[config.mk]
export PLATFORM = sky130hd
export DESIGN_NAME = uart_irq_resolver
export DESIGN_NICKNAME = d
export VERILOG_FILES = /design/src/rtl/uart_irq_pkg.sv /design/src/rtl/uart_irq_lsr.sv /design/src/rtl/uart_irq_thr_fsm.sv /design/src/rtl/uart_irq_prio.sv /design/src/rtl/uart_irq_resolver.sv
export SDC_FILE = /design/constraint.sdc
export NUM_CORES = 1
export LEC_CHECK = 0
export ABC_AREA = 1
export ABC_CLOCK_PERIOD_IN_PS = 1900
export BUFFER_PORTS_ARGS = -buffer_cell sky130_fd_sc_hd__buf_4
export CAP_MARGIN = 20
export CORE_UTILIZATION = 45
export CTS_BUF_LIST = sky130_fd_sc_hd__clkbuf_8
export CTS_CLUSTER_DIAMETER = 40
export DETAILED_ROUTE_END_ITERATION = 12
export PLACE_DENSITY = 0.87
export SLEW_MARGIN = 30
export SYNTH_ARGS = -nofsm -noshare
export SYNTH_HDL_FRONTEND = slang
export SYNTH_HIERARCHICAL = 1
export SYNTH_SLANG_ARGS = --single-unit
[constraint.sdc]
create_clock -name clk -period 1.9 [get_ports clk]
set_clock_uncertainty 0.1 [all_clocks]
set_input_delay 0.19 -clock clk [delete_from_list [all_inputs] [get_ports clk]]
set_output_delay 0.19 -clock clk [all_outputs]
set_load 0.02 [all_outputs]
[src/rtl/uart_irq_pkg.sv]
`timescale 1ns/1ps
package uart_irq_pkg;

    typedef enum logic [3:0] {
        IID_MODEM  = 4'h0,
        IID_NONE   = 4'h1,
        IID_THR    = 4'h2,
        IID_RXDATA = 4'h4,
        IID_LINE   = 4'h6,
        IID_TMO    = 4'hC
    } iid_e;

    typedef enum logic {
        THR_QUIET = 1'b0,
        THR_ARMED = 1'b1
    } thr_st_e;

    localparam logic [2:0] ADDR_IER = 3'd1;
    localparam logic [2:0] ADDR_IIR = 3'd2;
    localparam logic [2:0] ADDR_LSR = 3'd5;

    localparam int EN_RX   = 0;
    localparam int EN_THR  = 1;
    localparam int EN_LINE = 2;
    localparam int EN_MDM  = 3;

    localparam int LS_DR   = 0;
    localparam int LS_OE   = 1;
    localparam int LS_PE   = 2;
    localparam int LS_FE   = 3;
    localparam int LS_BI   = 4;
    localparam int LS_THRE = 5;
    localparam int LS_TEMT = 6;

    localparam logic [7:0] LSR_RESET = 8'h60;

endpackage

[src/rtl/uart_irq_lsr.sv]
`timescale 1ns/1ps
module uart_irq_lsr
    import uart_irq_pkg::*;
(
    input  logic       clk,
    input  logic       rst_n,
    input  logic       rx_push,
    input  logic       rx_brk,
    input  logic       rx_ovr,
    input  logic       rx_par,
    input  logic       rx_frm,
    input  logic       rx_drained,
    input  logic       thr_wr,
    input  logic       thr_drained,
    input  logic       tx_idle,
    input  logic       lsr_rd,
    output logic [7:0] lsr_q
);

    logic [7:0] lsr_d;

    always_comb begin
        lsr_d = lsr_q;
        // receive side
        if (rx_push || rx_brk)       lsr_d[LS_DR] = 1'b1;
        else if (rx_drained)         lsr_d[LS_DR] = 1'b0;
        if (rx_brk)                  lsr_d[LS_BI] = 1'b1;
        else if (lsr_rd || rx_drained) lsr_d[LS_BI] = 1'b0;
        if (rx_ovr)                  lsr_d[LS_OE] = 1'b1;
        else if (lsr_rd)             lsr_d[LS_OE] = 1'b0;
        if (rx_par)                  lsr_d[LS_PE] = 1'b1;
        else if (rx_drained)         lsr_d[LS_PE] = 1'b0;
        if (rx_frm)                  lsr_d[LS_FE] = 1'b1;
        else if (rx_drained)         lsr_d[LS_FE] = 1'b0;
        // transmit side
        if (thr_wr)                  lsr_d[LS_THRE] = 1'b0;
        else if (thr_drained)        lsr_d[LS_THRE] = 1'b1;
        if (thr_wr)                  lsr_d[LS_TEMT] = 1'b0;
        else if (tx_idle)            lsr_d[LS_TEMT] = 1'b1;
        lsr_d[7] = 1'b0;
    end

    always_ff @(posedge clk) begin
        if (!rst_n) lsr_q <= LSR_RESET;
        else        lsr_q <= lsr_d;
    end

    // a status read clears break and overrun unless re-set in that cycle
    a_r7_read_clears: assert property (@(posedge clk) disable iff (!rst_n)
        (lsr_rd && !rx_brk && !rx_ovr) |=> (!lsr_q[LS_BI] && !lsr_q[LS_OE]));

    // a holding-register write empties neither flag afterwards
    a_r11_thr_load: assert property (@(posedge clk) disable iff (!rst_n)
        thr_wr |=> (!lsr_q[LS_THRE] && !lsr_q[LS_TEMT]));

endmodule

[src/rtl/uart_irq_thr_fsm.sv]
`timescale 1ns/1ps
module uart_irq_thr_fsm
    import uart_irq_pkg::*;
(
    input  logic       clk,
    input  logic       rst_n,
    input  logic       ier_wr,
    input  logic [3:0] ier_wdata,
    input  logic       thr_wr,
    input  logic       thr_drained,
    input  logic       thre,
    input  logic       iir_ack,
    output logic [3:0] ier_q,
    output logic       thr_pend
);

    thr_st_e state_q, state_d;
    logic    en_toggle;

    assign en_toggle = ier_wr && (ier_wdata[EN_THR] != ier_q[EN_THR]);

    always_ff @(posedge clk) begin
        if (!rst_n) begin
            state_q <= THR_QUIET;
            ier_q   <= 4'h0;
        end else begin
            state_q <= state_d;
            if (ier_wr) ier_q <= ier_wdata;
        end
    end

    always_comb begin
        state_d = state_q;
        unique case (state_q)
            THR_QUIET: begin
                if (thr_wr)                              state_d = THR_QUIET; // load
                else if (en_toggle)                      state_d = (ier_wdata[EN_THR] && thre)
                                                                   ? THR_ARMED : THR_QUIET; // rearm
                else if (thr_drained)                    state_d = THR_ARMED; // drain
                else                                     state_d = THR_QUIET; // hold
            end
            THR_ARMED: begin
                if (thr_wr)                              state_d = THR_QUIET; // load
                else if (en_toggle)                      state_d = (ier_wdata[EN_THR] && thre)
                                                                   ? THR_ARMED : THR_QUIET; // disarm/rearm
                else if (iir_ack)                        state_d = THR_QUIET; // ack
                else                                     state_d = THR_ARMED; // hold
            end
            default:                                     state_d = THR_QUIET;
        endcase
    end

    always_comb thr_pend = (state_q == THR_ARMED);

    // turning the transmit-empty enable on while empty arms the flag
    a_r6_rearm: assert property (@(posedge clk) disable iff (!rst_n)
        (en_toggle && ier_wdata[EN_THR] && thre && !thr_wr) |=> thr_pend);

    // acknowledging through the identification read drops the flag
    a_r5_ack_clears: assert property (@(posedge clk) disable iff (!rst_n)
        (iir_ack && !thr_wr && !thr_drained && !en_toggle) |=> !thr_pend);

    // the enable register takes the written low nibble
    a_r8_ier_low_bits: assert property (@(posedge clk) disable iff (!rst_n)
        ier_wr |=> (ier_q == $past(ier_wdata)));

endmodule

[src/rtl/uart_irq_prio.sv]
`timescale 1ns/1ps
module uart_irq_prio
    import uart_irq_pkg::*;
#(
    parameter int CNT_W = 5
) (
    input  logic [3:0]       ier,
    input  logic [4:0]       lsr_rx,
    input  logic             fifo_en,
    input  logic [CNT_W-1:0] rx_count,
    input  logic [CNT_W-1:0] rx_trig,
    input  logic             timeout_pend,
    input  logic             thr_pend,
    input  logic [3:0]       msr_delta,
    output iid_e             code
);

    logic c_line, c_tmo, c_rx, c_thr, c_mdm;

    always_comb begin
        c_line = ier[EN_LINE] && (|lsr_rx[LS_BI:LS_OE]);
        c_tmo  = ier[EN_RX] && timeout_pend;
        c_rx   = ier[EN_RX] && lsr_rx[LS_DR] && (!fifo_en || (rx_count >= rx_trig));
        c_thr  = ier[EN_THR] && thr_pend;
        c_mdm  = ier[EN_MDM] && (|msr_delta);

        if (c_line)      code = IID_LINE;
        else if (c_tmo)  code = IID_TMO;
        else if (c_rx)   code = IID_RXDATA;
        else if (c_thr)  code = IID_THR;
        else if (c_mdm)  code = IID_MODEM;
        else             code = IID_NONE;
    end

    // an enabled error status always takes the top slot
    always_comb begin
        if (ier[EN_LINE] && (|lsr_rx[LS_BI:LS_OE]))
            a_r2_line_first: assert (code == IID_LINE);
    end

    // with receive enable off neither receive code may appear
    always_comb begin
        if (!ier[EN_RX])
            a_r3_rx_masked: assert (code != IID_TMO && code != IID_RXDATA);
    end

endmodule

[src/rtl/uart_irq_resolver.sv]
`timescale 1ns/1ps
module uart_irq_resolver
    import uart_irq_pkg::*;
#(
    parameter int CNT_W = 5
) (
    input  logic             clk,
    input  logic             rst_n,
    input  logic             reg_wr,
    input  logic             reg_rd,
    input  logic [2:0]       reg_addr,
    input  logic [7:0]       reg_wdata,
    output logic [7:0]       rd_data,
    input  logic             fifo_en,
    input  logic [CNT_W-1:0] rx_count,
    input  logic [CNT_W-1:0] rx_trig,
    input  logic             timeout_pend,
    input  logic [3:0]       msr_delta,
    input  logic             rx_push,
    input  logic             rx_brk,
    input  logic             rx_ovr,
    input  logic             rx_par,
    input  logic             rx_frm,
    input  logic             rx_drained,
    input  logic             thr_wr,
    input  logic             thr_drained,
    input  logic             tx_idle,
    output logic [7:0]       iir,
    output logic             irq
);

    logic [7:0] lsr_q;
    logic [3:0] ier_q;
    logic       thr_pend;
    logic       ier_wr, lsr_rd, iir_ack;
    logic       unused_wdata_hi;
    iid_e       code;

    assign unused_wdata_hi = ^reg_wdata[7:4];
    assign ier_wr  = reg_wr && (reg_addr == ADDR_IER);
    assign lsr_rd  = reg_rd && (reg_addr == ADDR_LSR);
    assign iir_ack = reg_rd && (reg_addr == ADDR_IIR) && (code == IID_THR);

    uart_irq_lsr u_lsr (
        .clk         (clk),
        .rst_n       (rst_n),
        .rx_push     (rx_push),
        .rx_brk      (rx_brk),
        .rx_ovr      (rx_ovr),
        .rx_par      (rx_par),
        .rx_frm      (rx_frm),
        .rx_drained  (rx_drained),
        .thr_wr      (thr_wr),
        .thr_drained (thr_drained),
        .tx_idle     (tx_idle),
        .lsr_rd      (lsr_rd),
        .lsr_q       (lsr_q)
    );

    uart_irq_thr_fsm u_thr (
        .clk         (clk),
        .rst_n       (rst_n),
        .ier_wr      (ier_wr),
        .ier_wdata   (reg_wdata[3:0]),
        .thr_wr      (thr_wr),
        .thr_drained (thr_drained),
        .thre        (lsr_q[LS_THRE]),
        .iir_ack     (iir_ack),
        .ier_q       (ier_q),
        .thr_pend    (thr_pend)
    );

    uart_irq_prio #(.CNT_W(CNT_W)) u_prio (
        .ier          (ier_q),
        .lsr_rx       (lsr_q[4:0]),
        .fifo_en      (fifo_en),
        .rx_count     (rx_count),
        .rx_trig      (rx_trig),
        .timeout_pend (timeout_pend),
        .thr_pend     (thr_pend),
        .msr_delta    (msr_delta),
        .code         (code)
    );

    always_comb begin
        iir = {fifo_en, fifo_en, 2'b00, code};
        irq = (code != IID_NONE);
    end

    always_comb begin
        unique case (reg_addr)
            ADDR_IER: rd_data = {4'h0, ier_q};
            ADDR_IIR: rd_data = iir;
            ADDR_LSR: rd_data = lsr_q;
            default:  rd_data = 8'h00;
        endcase
    end

endmodule

==> results by group <==
Run status
  • Status: completed

Yosys
  • Yosys top cell area share: 24.9%
  • Count of cell types in the netlist: 23
  • Post-Syn Area: 963 sq um
  • Mapped Avg Cell Area: 6.38 sq um
  • Top cells by count, synth: inv_1, nand2_1, nor2_1
  • Number of synthesized flops with an enable pin: 0
  • Seq/Total Area, Yosys: 24.9%
  • Yosys reg bits: 12
  • Primary FF master, synth: dfxtp_1
  • Post-Syn Instances: 151
  • Largest area contributor in the netlist: dfxtp_1
  • Yosys warning count: 6
  • Top post-synthesis cells by area: dfxtp_1, inv_1, nand2_1, nand4_1, nor2_1
  • Share of synthesized flip-flops with an asynchronous set or reset: 0%

Critical path
  • Worst EP required: 1.61 ns
  • Setup crit start: u_lsr/lsr_q[1]
  • Worst-path cell chain: nor2_1, nand2_1, o21ai_4, nand3_4, nor2_4, inv_1, nor2_4, nand2_2, buf_6
  • Most used cell, CP: nor2_4
  • Max incr delay on CP: 0.32 ns
  • WP data arrival: 1.57 ns
  • Critical R2R Launch: u_lsr/lsr_q[1]
  • Worst setup EP type: primary output
  • CP max FO: 4
  • Startpoint Class: flop
  • Critical path type: reg -> out
  • Crit-path slowest cell: dfxtp_1

Global routing
  • Number of global-route vias before repair: 981
  • Initial antenna violation count: 0
  • Grt total ovfl: 0
  • Global-route wire length before repair: 3750 um
  • Total track usage: 23.3%
  • Largest net degree at the start of global routing: 14

Cells and area
  • Fin area: 0.00151 sq mm
  • Non-filler cells, final: 229
  • # diodes: 0
  • Area grow syn2layout: 56.9%
  • Ratio of cells with drive above 1 in the final layout: 43.6%
  • Filler cell count: 153
  • Final net count: 248

Timing
  • Fin crit period: 1.86 ns
  • Period utilisation layout: 97.8%
  • Final-report hold violation count: 0
  • Worst-case hold slack: 0.0597 ns
  • Final setup vio count: 0
  • RSZ-0062 raised after global routing: true
  • Setup WS post-layout: 0.0421 ns
  • F_max: 538 MHz
  • Pins over their slew limit: 0

Routing
  • Drt first pass iters: 4
  • Detail Route Antenna Nets: 0
  • Drc violations: 0
  • Vias per std cell: 4.94
  • DR iter-0 viols: 14
  • Drt total wl: 2750 um
  • Routed WL per cell: 12.0 um
  • Via count: 1,131

Power and ir drop
  • Switching part of the total power: 29.2%
  • Total power draw: 810 uW
  • Pwr Density: 536 mW/mm^2
  • NetSw: 236 uW
  • Clock share of power: 34.2%
  • Part of the power in combinational logic: 31.4%
  • VDD IR-drop max: 519 uV
  • Sequential Power Share: 34.4%
  • Static leakage: 0.000791 uW
  • Internal: 574 uW

Clock tree
  • Clk pin slew, worst setup/hold paths: 0.05 ns
  • H-tree levels: 1
  • CTS Buf Count: 3
  • Skew-Pair Late Insertion Delay: 0.24 ns
  • CTS tree: done
  • Largest buffer count on any clock path: 2
  • # clock sinks: 12
  • Root buf cell: clkbuf_8
  • Hold-fix buffers, CTS: 0

Run
  • Max Cap Violations: 0

Placed design
  • HPWL after DPL: 2010 um
  • PortBufs: 50
  • Worst slack at placement: -0.0625 ns
  • Final GP Congestion: 0.808
  • Cell count after placement: 224
  • Area after DPL: 0.00133 sq mm

Die
  • Die height: 48.3 um
  • CORE AREA: 0.00198 sq mm
  • Die W: 48.3 um
  • Full die area: 0.00233 sq mm
  • Initial Utilization: 48.6%
  • Total I/O pin count: 57
  • Site row count: 16

Worst hold path
  • Min-delay src: rst_n
  • HP Class: in -> reg
kinds of logic after synthesis:
logic type                 synth area share [%]
and+or+nand+nor                            36.8
buffers and inverters                      18.8
AOI/OAI and AO/OA                          12.2
DFF                                        24.9
adders and majority gates                  6.49
other                                     0.780
worst max-delay path: cells and delay by family (launching register included):
family / cells / cell delay, ns
buffers and inverters: 2 / 0.22
and+or+nand+nor: 6 / 0.58
AOI/OAI and AO/OA: 1 / 0.21
DFF: 1 / 0.32
routing by layer:
| metal | vias to the layer above | track usage [%] | share of wire (%) |
|---|---|---|---|
| met5 | - | 0 | 0 |
| met4 | 0 | 11.1 | 1.9 |
| met3 | 9 | 3.70 | 5.9 |
| met2 | 45 | 44.5 | 57 |
| met1 | 493 | 24.2 | 35 |
| li1 | 584 | - | - |
path summary, 6_finish.rpt:
path	endpoint	slack, ns	depth (start not counted)
worst min register to register	u_lsr/lsr_q[4]	0.38	2
worst max-delay path	irq	0.04	9
worst min-delay path	u_lsr/lsr_q[6]	0.06	2
worst max register to register	u_thr/thr_pend	0.19	12
registers in the layout, summed over array words and instances, names as in the netlist:
name and count:
u_lsr/lsr_q 7, u_thr/ier_q 4, u_thr/thr_pend 1
what timing repair did:
item	CTS	global route
buffers inserted	0	1
setup endpoints to repair	2	5
gates resized for setup	3	28
pin swaps	0	14
final cells by class:
| class | count | area [sq um] | share of cell area (%) |
|---|---|---|---|
| clock buffer | 4 | 55.1 | 3.64 |
| inverter | 30 | 119 | 7.86 |
| multi-input combinational | 102 | 627 | 41.5 |
| sequential | 12 | 241 | 16.0 |
| tap | 27 | 33.8 | 2.24 |
| timing repair buffer | 54 | 435 | 28.8 |
through the flow:
stage	util (%)	TNS, ns
after floorplan	-	0
after global placement	67.2	0
after detailed placement	67.2	-0.121
after CTS	70.8	0
after global routing	76.3	-0.0577
final	76.3	0
cell usage in the layout, fill, tap and decap left out, types with 4 or more instances in the layout:
cell      netlist  final
buf_4           6     46
inv_1          26     21
nand2_1        26     21
nor2_1         20     18
nand4_1        14     14
dfxtp_1        12     11
buf_6           2      8
nand3_1         8      7
o21ai_0         7      7
inv_2           3      6
nand2_2         1      6
a21oi_1         6      5
clkbuf_8        0      4
a21oi_2         3      4
power by group through the flow:
| stage | sequential, uW | clock [uW] | combinational, uW |
|---|---|---|---|
| after floorplan | 280 | 0 | 122 |
| after global placement | 283 | 0 | 207 |
| after CTS | 278 | 280 | 221 |
| after global routing | 281 | 292 | 279 |
| final | 279 | 277 | 254 |
| after detailed placement | 283 | 0 | 215 |
(Power assumes the default switching activity.)
